<file path="src/rtl/psram_pkg.sv">
package psram_pkg;

  localparam int CMD_N = 6;

  typedef enum logic [2:0] {
    CMD_READ   = 3'd0,
    CMD_WRITE  = 3'd1,
    CMD_SETREG = 3'd2,
    CMD_NOP    = 3'd3,
    CMD_DESEL  = 3'd4,
    CMD_DPD    = 3'd5
  } cmdIdx_e;

  typedef struct packed {
    logic       readEn;
    logic [1:0] readLanes;
    logic       writeStb;
    logic [1:0] writeLanes;
    logic       regStb;
  } strobe_t;

endpackage

</file>
<file path="src/rtl/psram_sync.sv">
module psram_sync #(
  parameter int          W       = 1,
  parameter logic [W-1:0] RST_VAL = '0
) (
  input  logic         clk,
  input  logic         rstN,
  input  logic [W-1:0] d,
  output logic [W-1:0] q
);
  logic [W-1:0] stage1;

  always_ff @(posedge clk or negedge rstN) begin
    if (!rstN) begin
      stage1 <= RST_VAL;
      q      <= RST_VAL;
    end else begin
      stage1 <= d;
      q      <= stage1;
    end
  end
endmodule

</file>
<file path="src/rtl/psram_ctrl.sv">
module psram_ctrl
  import psram_pkg::*;
(
  input  logic               clk,
  input  logic               rstN,
  input  logic               csN,
  input  logic               advN,
  input  logic               weN,
  input  logic               oeN,
  input  logic               ubN,
  input  logic               lbN,
  input  logic               cre,
  input  logic               memClk,
  input  logic               rcrDpdOff,
  input  logic               asyncMode,
  output strobe_t            stb,
  output logic [CMD_N-1:0]   cmdOneHot,
  output logic               illegalCmd,
  output logic               dpdActive,
  output logic               clkError
);
  cmdIdx_e cmdNow, cmdReg;
  logic    illNow;
  logic    csP, weP, ubP, lbP;
  logic    riseCs, riseWe, riseUb, riseLb;
  logic    writeDone, regOk, regPat, laneAny, capture;

  assign regPat  = !csN && !advN && !weN && cre;
  assign laneAny = !ubN || !lbN;

  always_comb begin
    cmdNow = CMD_NOP;
    illNow = 1'b0;
    if (csN && !dpdActive)          cmdNow = CMD_DESEL;
    else if (dpdActive && !regPat)  cmdNow = CMD_DPD;
    else if (regPat)                cmdNow = CMD_SETREG;
    else if (!weN) begin
      if (!advN && !cre && laneAny) cmdNow = CMD_WRITE;
      else                          illNow = 1'b1;
    end else if (!oeN) begin
      if (!advN && !cre && laneAny) cmdNow = CMD_READ;
      else                          illNow = 1'b1;
    end
  end

  assign riseCs = csN && !csP;
  assign riseWe = weN && !weP;
  assign riseUb = ubN && !ubP;
  assign riseLb = lbN && !lbP;

  assign capture = (cmdReg == CMD_WRITE) && !writeDone &&
                   (riseCs || riseWe || riseUb || riseLb);

  always_comb begin
    stb            = '0;
    stb.readEn     = (cmdNow == CMD_READ);
    stb.readLanes  = {!ubN, !lbN};
    stb.writeStb   = capture;
    stb.writeLanes = {!ubP, !lbP};
    stb.regStb     = (cmdReg == CMD_SETREG) && regOk && (riseCs || riseWe);
  end

  always_ff @(posedge clk or negedge rstN) begin
    if (!rstN) begin
      csP        <= 1'b1;
      weP        <= 1'b1;
      ubP        <= 1'b1;
      lbP        <= 1'b1;
      cmdReg     <= CMD_DESEL;
      illegalCmd <= 1'b0;
      writeDone  <= 1'b0;
      regOk      <= 1'b0;
      dpdActive  <= 1'b0;
      clkError   <= 1'b0;
    end else begin
      csP        <= csN;
      weP        <= weN;
      ubP        <= ubN;
      lbP        <= lbN;
      cmdReg     <= cmdNow;
      illegalCmd <= illNow;
      clkError   <= memClk && asyncMode;
      if (capture)                 writeDone <= (cmdNow == CMD_WRITE);
      else if (cmdNow != CMD_WRITE) writeDone <= 1'b0;
      if (cmdNow == CMD_SETREG && cmdReg != CMD_SETREG)
        regOk <= !(cmdReg == CMD_READ || cmdReg == CMD_WRITE);
      if (dpdActive) dpdActive <= !rcrDpdOff;
      else           dpdActive <= csN && !rcrDpdOff;
    end
  end

  assign cmdOneHot = CMD_N'(1) << cmdReg;
endmodule

</file>
<file path="src/rtl/psram_datapath.sv">
module psram_datapath
  import psram_pkg::*;
#(
  parameter int          ADDR_W      = 21,
  parameter int          DATA_W      = 16,
  parameter int          MEM_AW      = 4,
  parameter int          REG_SEL_BIT = 19,
  parameter int          DPD_BIT     = 4,
  parameter int          MODE_BIT    = 15,
  parameter logic [15:0] RCR_RESET   = 16'h0010,
  parameter logic [15:0] BCR_RESET   = 16'h8000
) (
  input  logic              clk,
  input  logic              rstN,
  input  logic [ADDR_W-1:0] addrS,
  input  logic [DATA_W-1:0] dqS,
  input  strobe_t           stb,
  output logic [DATA_W-1:0] dqOut,
  output logic [1:0]        dqOe,
  output logic [15:0]       rcrValue,
  output logic [15:0]       bcrValue,
  output logic              rcrDpdOff,
  output logic              asyncMode
);
  localparam int LANES  = 2;
  localparam int LANE_W = DATA_W / LANES;
  localparam int DEPTH  = 1 << MEM_AW;

  logic [ADDR_W-1:0] prevAddr;
  logic [DATA_W-1:0] prevDq;

  always_ff @(posedge clk or negedge rstN) begin
    if (!rstN) begin
      prevAddr <= '0;
      prevDq   <= '0;
      rcrValue <= RCR_RESET;
      bcrValue <= BCR_RESET;
    end else begin
      prevAddr <= addrS;
      prevDq   <= dqS;
      if (stb.regStb) begin
        if (prevAddr[REG_SEL_BIT]) bcrValue <= prevAddr[15:0];
        else                       rcrValue <= prevAddr[15:0];
      end
    end
  end

  for (genvar ln = 0; ln < LANES; ln++) begin : g_lane
    logic [LANE_W-1:0] laneMem [DEPTH];

    always_ff @(posedge clk or negedge rstN) begin
      if (!rstN) begin
        for (int i = 0; i < DEPTH; i++) laneMem[i] <= '0;
        dqOut[ln*LANE_W +: LANE_W] <= '0;
        dqOe[ln]                   <= 1'b0;
      end else begin
        if (stb.writeStb && stb.writeLanes[ln])
          laneMem[prevAddr[MEM_AW-1:0]] <= prevDq[ln*LANE_W +: LANE_W];
        if (stb.readEn && stb.readLanes[ln]) begin
          dqOut[ln*LANE_W +: LANE_W] <= laneMem[addrS[MEM_AW-1:0]];
          dqOe[ln]                   <= 1'b1;
        end else begin
          dqOut[ln*LANE_W +: LANE_W] <= '0;
          dqOe[ln]                   <= 1'b0;
        end
      end
    end
  end

  assign rcrDpdOff = rcrValue[DPD_BIT];
  assign asyncMode = bcrValue[MODE_BIT];

  logic unusedAddrBits;
  assign unusedAddrBits = ^{prevAddr[ADDR_W-1:REG_SEL_BIT+1],
                            prevAddr[REG_SEL_BIT-1:16],
                            addrS[ADDR_W-1:MEM_AW]};
endmodule

</file>
<file path="src/rtl/psram_async_ctrl.sv">
module psram_async_ctrl
  import psram_pkg::*;
#(
  parameter int ADDR_W = 21,
  parameter int DATA_W = 16,
  parameter int MEM_AW = 4
) (
  input  logic              clk,
  input  logic              rstN,
  input  logic              memClk,
  input  logic              csN,
  input  logic              advN,
  input  logic              weN,
  input  logic              oeN,
  input  logic              ubN,
  input  logic              lbN,
  input  logic              cre,
  input  logic [ADDR_W-1:0] addr,
  input  logic [DATA_W-1:0] dqIn,
  output logic [DATA_W-1:0] dqOut,
  output logic [1:0]        dqOe,
  output logic [CMD_N-1:0]  cmdOneHot,
  output logic              illegalCmd,
  output logic              dpdActive,
  output logic              clkError,
  output logic              asyncMode,
  output logic [15:0]       rcrValue,
  output logic [15:0]       bcrValue
);
  localparam int CTL_W = 8;
  localparam int BUS_W = ADDR_W + DATA_W;

  logic [CTL_W-1:0]  ctlS;
  logic [BUS_W-1:0]  busS;
  logic [ADDR_W-1:0] addrS;
  logic [DATA_W-1:0] dqS;
  strobe_t           stb;
  logic              rcrDpdOff;

  psram_sync #(.W(CTL_W), .RST_VAL(8'b0011_1111)) u_ctlSync (
    .clk(clk), .rstN(rstN),
    .d({memClk, cre, lbN, ubN, oeN, weN, advN, csN}),
    .q(ctlS)
  );

  psram_sync #(.W(BUS_W), .RST_VAL('0)) u_busSync (
    .clk(clk), .rstN(rstN), .d({addr, dqIn}), .q(busS)
  );

  assign {addrS, dqS} = busS;

  psram_ctrl u_ctrl (
    .clk(clk), .rstN(rstN),
    .csN(ctlS[0]), .advN(ctlS[1]), .weN(ctlS[2]), .oeN(ctlS[3]),
    .ubN(ctlS[4]), .lbN(ctlS[5]), .cre(ctlS[6]), .memClk(ctlS[7]),
    .rcrDpdOff(rcrDpdOff), .asyncMode(asyncMode),
    .stb(stb), .cmdOneHot(cmdOneHot), .illegalCmd(illegalCmd),
    .dpdActive(dpdActive), .clkError(clkError)
  );

  psram_datapath #(.ADDR_W(ADDR_W), .DATA_W(DATA_W), .MEM_AW(MEM_AW)) u_dp (
    .clk(clk), .rstN(rstN), .addrS(addrS), .dqS(dqS), .stb(stb),
    .dqOut(dqOut), .dqOe(dqOe), .rcrValue(rcrValue), .bcrValue(bcrValue),
    .rcrDpdOff(rcrDpdOff), .asyncMode(asyncMode)
  );
endmodule

</file>
<file path="config.mk">
export PLATFORM = sky130hd
export DESIGN_NAME = psram_async_ctrl
export DESIGN_NICKNAME = d
export VERILOG_FILES = /design/src/rtl/psram_pkg.sv /design/src/rtl/psram_sync.sv /design/src/rtl/psram_ctrl.sv /design/src/rtl/psram_datapath.sv /design/src/rtl/psram_async_ctrl.sv
export SDC_FILE = /design/constraint.sdc
export NUM_CORES = 1
export LEC_CHECK = 0
export BUFFER_PORTS_ARGS = -buffer_cell sky130_fd_sc_hd__buf_2
export CORE_MARGIN = 2
export CORE_UTILIZATION = 62
export DETAILED_ROUTE_END_ITERATION = 8
export PLACE_DENSITY = 0.83
export SYNTH_ARGS = -nofsm -noshare
export SYNTH_HDL_FRONTEND = slang
export SYNTH_SLANG_ARGS = --single-unit
</file>
<file path="constraint.sdc">
create_clock -name clk -period 5.09 [get_ports clk]
set_input_delay 0.7635 -clock clk [delete_from_list [all_inputs] [get_ports clk]]
set_output_delay 0.7635 -clock clk [all_outputs]
set_load 0.005 [all_outputs]
</file>
==> impl_results.md, run 1 <==
- Pin count of the biggest net entering global routing: 136
- Dpl cell area: 18100 sq um
- Post-synth EDFFs: 0
- CTS Hold Bufs: 0
- Internal power: 0.00557 W
- Initial core utilization: 62.7%
- Area Overhead vs Synth: 12.8%
- DIE WIDTH: 171 um
- Row cnt: 61
- F_max: 368 MHz
- Clock Pin Slew Worst Setup and Hold Paths: 0.06 ns
- Async SR Flop Fraction: 100%
- Setup Crit Path Kind: reg -> reg
- Detailed-routing iteration count for the pre-antenna-repair pass: 5
- First-pass GRT wire length: 54000 um
- Mapped Nets: 1116
- Leakage: 9.67 nW
- Vias in the first global route: 9697
- Global Route Usage Sum: 24.0%
- Worst skew pair latency: 0.55 ns
- Worst Clk Skew: 0.0305 ns
- CP max FO: 11
- Most used DFF post-synth: dfrtp_1
- CTS buffer count: 42
- Final Hold Fails: 0
- Outcome: complete, no violations
- Fin area: 19500 sq um
- Die area: 29300 sq um
- Comb pwr share: 4.7%
- Seq/Total Area, Yosys: 62.7%
- Placement Setup Slack: 2.41 ns
- Vias: 9306
- Postcts setup bufs: 0
- Die Ht: 171 um
- Crit path launch type: flop
- IO Pins: 107
- Yosys reg bits: 433
- Number of max-cap violations: 0
- Final period util: 53.4%
- Cells after Synth: 1069
- Grt total ovfl: 0
- Fillcell total: 1762
- PortBufs: 102
- Resize count post-CTS: 0
- Fin Setup TNS: 0 ns
- Critical path arrival: 3.14 ns
- Fin crit period: 2.72 ns
- Final nets: 1213
- RePlAce Congestion: 0.768
- HP Class: in -> async
- Drt total wl: 33800 um
- Switching Fraction: 22.1%
- Placeable Area: 27600 sq um
- Initial DRC count: 710
- Synth unique cells: 50
- Antenna-violating nets left: 0
- Worst slew margin: 17.6%
- CTS tree: done
- Sink Count: 433
- Initial antenna violation count: 2
- # H-tree levels: 2
- Drt via density: 5.90
- Clock root cell: clkbuf_16
- Drc violations: 0
- Worst-Margin Slew: 1.23 ns
- Net Sw Power: 0.00158 W
- Sequential Power Share: 51.5%
- Worst setup margin: 2.37 ns
- Power density over the cells: 366 nW/um^2
- CTS Buffer Depth: 3
- Peak supply drop: 0.286 mV
- Setup violators final: 0
- Layout cells sized above 1: 47.2%
- Slew Limit Fails: 0
- Syn avg cell area: 16.2 sq um
- Required @ worst endpoint: 5.52 ns
- WL per Instance: 21.4 um
- Synth warnings: 0
- RSZ-0062 raised after global routing: false
- Dpl hpwl: 20500 um
- Syn Std Cell Area: 17300 sq um
- Worst setup EP type: flop
- Clock group share of total power: 43.8%
## final timing paths
kind,from,end,slack [ns],cells past startpoint
setup / recovery,u_ctrl.cmdReg[1],u_dp.g_lane[1].laneMem[34],2.37,5
hold / removal,rstN,u_dp.rcrValue[11],0.30,1
setup reg to reg,u_ctrl.cmdReg[1],u_dp.g_lane[1].laneMem[34],2.37,5
min in group clk,oeN,u_ctlSync.stage1[3],0.31,1
max in group asynchronous,rstN,u_dp.g_lane[1].laneMem[38],3.65,2
hold reg to reg,u_busSync.stage1[12],u_busSync.q[12],0.34,0
## power by group through the flow
stage | registers (W) | logic (W) | clock network, W
finish | 0.00368 | 0.000336 | 0.00313
global route | 0.00370 | 0.000371 | 0.00332
CTS | 0.00368 | 0.000343 | 0.00318
detailed placement | 0.00374 | 0.000340 | 0
global placement | 0.00373 | 0.000329 | 0
floorplan | 0.00368 | 0.000233 | 0
## logic make-up after synthesis
group           share of synthesized area, %
compound gates                          2.28
buf+inv                                 1.94
flops                                   62.7
mux                                     27.9
simple gates                            5.13
## cells in the mapped netlist (2+ instances only)
cell type,instances,area [sq um]
buf_2,14,70.1
mux2_4,16,240
and3b_1,3,26.3
dfstp_2,19,499
nor3_1,4,20.0
buf_4,8,60.1
nor4_1,2,12.5
a21oi_1,4,20.0
o21ai_0,7,35.0
nor4_4,4,85.1
nor2_1,16,60.1
buf_6,7,78.8
nor3b_1,5,37.5
mux4_2,32,721
and3_1,4,25.0
mux2_2,280,3150
dfrtp_1,414,10400
nand3_2,14,140
nand2b_1,3,18.8
o22ai_1,8,50.1
nand2_1,30,113
clkbuf_1,31,116
inv_1,2,7.51
nor3b_4,4,75.1
and4b_1,2,20.0
nor2b_1,5,31.3
nor4b_2,2,30.0
mux2i_1,72,721
nand4_2,4,50.1
and2_1,2,12.5
a22oi_1,32,240
## critical path, stage by stage, from the launching register on
cell and delay, ns:
dfrtp_1 0.48, nor4b_2 0.33, buf_4 0.27, and3b_1 0.53, and3_1 0.58, mux2_2 0.40
## cell usage in the layout, fill, tap and decap left out, types with 19 or more instances in the layout
master       n
dfrtp_1    413
mux2_2     280
buf_2      101
mux2i_1     72
clkbuf_16   42
mux4_2      32
a22oi_1     32
nand2_1     30
dfstp_2     19
## layer usage
metal  share of wire [%]  GRT usage (%)  vias to the layer above
met1                  43           33.9                     4939
met5               0.027              0                        -
met2                  50           39.1                      231
li1                    -              -                     4082
met4                 1.8           6.19                        2
met3                 5.4           4.37                       52
## per-stage QoR
step	hold slack, ns	power, W	utilization (%)	instances
2_1_floorplan	0.331	0.00392	-	1069
4_1_cts	0.297	0.00720	70.7	1575
3_5_place_dp	0.335	0.00408	65.6	1500
6_report	0.303	0.00715	70.7	1576
3_3_place_gp	0.332	0.00406	65.6	1500
5_1_grt	0.292	0.00739	70.7	1575
## final cells by class
cell class / count / area, sq um / share of cell area (%)
Clock buffer: 61 / 1220 / 6.26
Sequential cell: 433 / 10900 / 55.6
Antenna cell: 1 / 2.50 / 0.0128
Multi-Input combinational cell: 573 / 6120 / 31.3
Tap cell: 378 / 473 / 2.42
Inverter: 2 / 7.51 / 0.0384
Timing Repair Buffer: 114 / 648 / 3.32
Clock inverter: 14 / 195 / 0.999
## flip-flops by register name (all words and copies together) (netlist names), 3 cells and up
signal and cells:
u_busSync.q 33, u_busSync.stage1 33, u_ctlSync.q 8, u_ctlSync.stage1 8, u_ctrl.cmdReg 3, u_dp.bcrValue 16, u_dp.dqOut 16, u_dp.g_lane.laneMem 256
u_dp.prevAddr 17, u_dp.prevDq 16, u_dp.rcrValue 16
Note: power is estimated with default switching activity, not from simulation.
==> run 2, diff against run 1 <==
- CORE_UTILIZATION: 62 -> 54
- PLACE_DENSITY: 0.83 -> 0.77
- clock period: 5.09 -> 2.4 ns (I/O delays scaled with it)
==> impl_results.md, run 2 (synthesis results as in run 1) <==
- Setup Crit Path Kind: reg -> reg (unchanged)
- Clock Pin Slew Worst Setup and Hold Paths: 0.06 ns (about the same)
- Clock root cell: clkbuf_16 (unchanged)
- Global Route Usage Sum: 21.2% (was 24.0%)
- Die area: 33500 sq um (was 29300 sq um)
- Outcome: complete, no violations (unchanged)
- Fin crit period: 2.38 ns (was 2.72 ns)
- Worst-Margin Slew: 1.35 ns (was 1.23 ns)
- Pin count of the biggest net entering global routing: 66 (was 136)
- Critical path arrival: 2.79 ns (was 3.14 ns)
- Grt total ovfl: 0 (unchanged)
- # H-tree levels: 2 (unchanged)
- Drc violations: 0 (unchanged)
- Initial DRC count: 522 (was 710)
- ANT cells: 0 (was 1)
- Drt via density: 5.66 (was 5.90)
- CTS buffer count: 44 (was 42)
- Clock group share of total power: 44.8% (was 43.8%)
- CTS Buffer Depth: 3 (unchanged)
- F_max: 420 MHz (was 368 MHz)
- Antenna-violating nets left: 0 (unchanged)
- Switching Fraction: 22.3% (was 22.1%)
- Internal power: 0.0122 W (was 0.00557 W)
- Number of max-cap violations: 0 (unchanged)
- Sequential Power Share: 49.7% (was 51.5%)
- Worst Clk Skew: 0.0266 ns (was 0.0305 ns)
- Slew Limit Fails: 0 (unchanged)
- Crit path launch type: flop (unchanged)
- Post-Layout Cell Count: 1688 (was 1576)
- Largest Register: u_dp.g_lane.laneMem (unchanged)
- HP Class: in -> async (unchanged)
- Row cnt: 65 (was 61)
- Required @ worst endpoint: 2.81 ns (was 5.52 ns)
- Setup violators final: 0 (unchanged)
- Worst setup EP type: flop (unchanged)
- Detailed-routing iteration count for the pre-antenna-repair pass: 4 (was 5)
- Dpl hpwl: 21700 um (was 20500 um)
- Fin area: 20600 sq um (was 19500 sq um)
- Post-Place Cells: 1562 (was 1500)
- Worst slew margin: 9.77% (was 17.6%)
- IO Pins: 107 (unchanged)
- Die Ht: 183 um (was 171 um)
- Initial antenna violation count: 0 (was 2)
- Max reg flops: 256 (unchanged)
- First-pass GRT wire length: 55800 um (was 54000 um)
- Commonest non-fill, non-tap cells in the layout: dfrtp_1 (413), mux2_2 (280), buf_2 (101) (unchanged)
- Tot Pwr: 0.0156 W (was 0.00715 W)
- RePlAce Congestion: 0.779 (was 0.768)
- PortBufs: 102 (unchanged)
- Sink Count: 433 (unchanged)
- Final period util: 99.2% (was 53.4%)
- Power density over the cells: 760 nW/um^2 (was 366 nW/um^2)
- DIE WIDTH: 183 um (was 171 um)
- Final nets: 1299 (was 1213)
- Drt total wl: 34300 um (was 33800 um)
- Area Overhead vs Synth: 18.9% (was 12.8%)
- Vias: 9548 (was 9306)
- Commonest non-fill, non-tap cell in the layout: dfrtp_1 (unchanged)
- Leakage: 10.2 nW (was 9.67 nW)
- WL per Instance: 20.3 um (was 21.4 um)
- Largest registers: u_dp.g_lane.laneMem: 256 flops, u_busSync.q: 33 flops, u_busSync.stage1: 33 flops (unchanged)
- CTS tree: done (unchanged)
- Dpl cell area: 18600 sq um (was 18100 sq um)
- RSZ-0062 raised after global routing: true (was false)
- Net Sw Power: 0.00349 W (was 0.00158 W)
- Fillcell total: 2176 (was 1762)
- CP max FO: 20 (was 11)
- Layout cells sized above 1: 47.8% (was 47.2%)
- Placeable Area: 31600 sq um (was 27600 sq um)
- Peak supply drop: 0.651 mV (was 0.286 mV)
- Comb pwr share: 5.5% (was 4.7%)
- Final Hold Fails: 0 (unchanged)
- Worst skew pair latency: 0.55 ns (about the same)
- Vias in the first global route: 10100 (was 9697)
- Minimum setup slack among reg-to-reg paths: 0.02 ns (was 2.37 ns)
- Initial core utilization: 54.9% (was 62.7%)
==> run 2: timing repair <==
item,in CTS,in global routing
buffers inserted,0,4
endpoints found under the hold margin,82,0
pin swaps,0,4
hold buffers,42,0
resized for setup,1,2
setup endpoints to repair,7,105
==> run 2: per-stage QoR <==
step	setup TNS, ns	setup slack [ns]	hold slack, ns	util (%)
3_5_place_dp	0	0.0166	0.312	58.8
6_report	0	0.0183	0.318	65.3
4_1_cts	0	0.0000686	0.320	65.0
2_1_floorplan	0	0.257	0.0644	-
5_1_grt	-1.21	-0.0402	0.345	65.3
3_3_place_gp	0	0.0460	0.306	58.8
==> run 2: layout make-up <==
cell class,instances,area (sq um),share of cell area [%]
clock buffers,65,1310,6.37
repair buffers,198,1570,7.63
multi-input cells,573,6130,29.8
clock inverters,15,209,1.01
flip-flops and latches,433,10900,52.8
well taps,402,503,2.44
inverters,2,7.51,0.0365
==> run 2: power by group through the flow <==
| stage | combinational, W | clock [W] | sequential, W |
|---|---|---|---|
| detailed placement | 0.000813 | 0 | 0.00790 |
| floorplan | 0.000495 | 0 | 0.00781 |
| global route | 0.000945 | 0.00748 | 0.00781 |
| global placement | 0.000789 | 0 | 0.00789 |
| finish | 0.000859 | 0.00701 | 0.00778 |
| CTS | 0.000870 | 0.00715 | 0.00778 |
==> run 2: worst paths after layout <==
check,from,depth (start not counted),to
min reg2reg,u_busSync.q[5],0,u_dp.prevDq[5]
max,u_ctrl.weP,5,u_dp.g_lane[0].laneMem[18]
max reg2reg,u_ctrl.weP,5,u_dp.g_lane[0].laneMem[18]
min,rstN,2,u_dp.rcrValue[7]
max in group asynchronous,rstN,4,u_dp.g_lane[0].laneMem[59]
min in group clk,u_busSync.q[5],0,u_dp.prevDq[5]
==> run 2: per-layer routing <==
layer,vias to the layer above,track usage (%),wire length (um)
met2,178,34.7,16700
met1,5059,30.2,15800
met3,54,3.26,1230
met4,0,5.18,624
li1,4257,-,-
met5,-,0,0
==> run 2: worst max-delay path, cell delays in order (launching register included) <==
cell and delay (ns):
dfstp_2 0.51, and2b_4 0.20, or4_4 0.71, buf_4 0.24, nand3_2 0.21, mux2_2 0.37
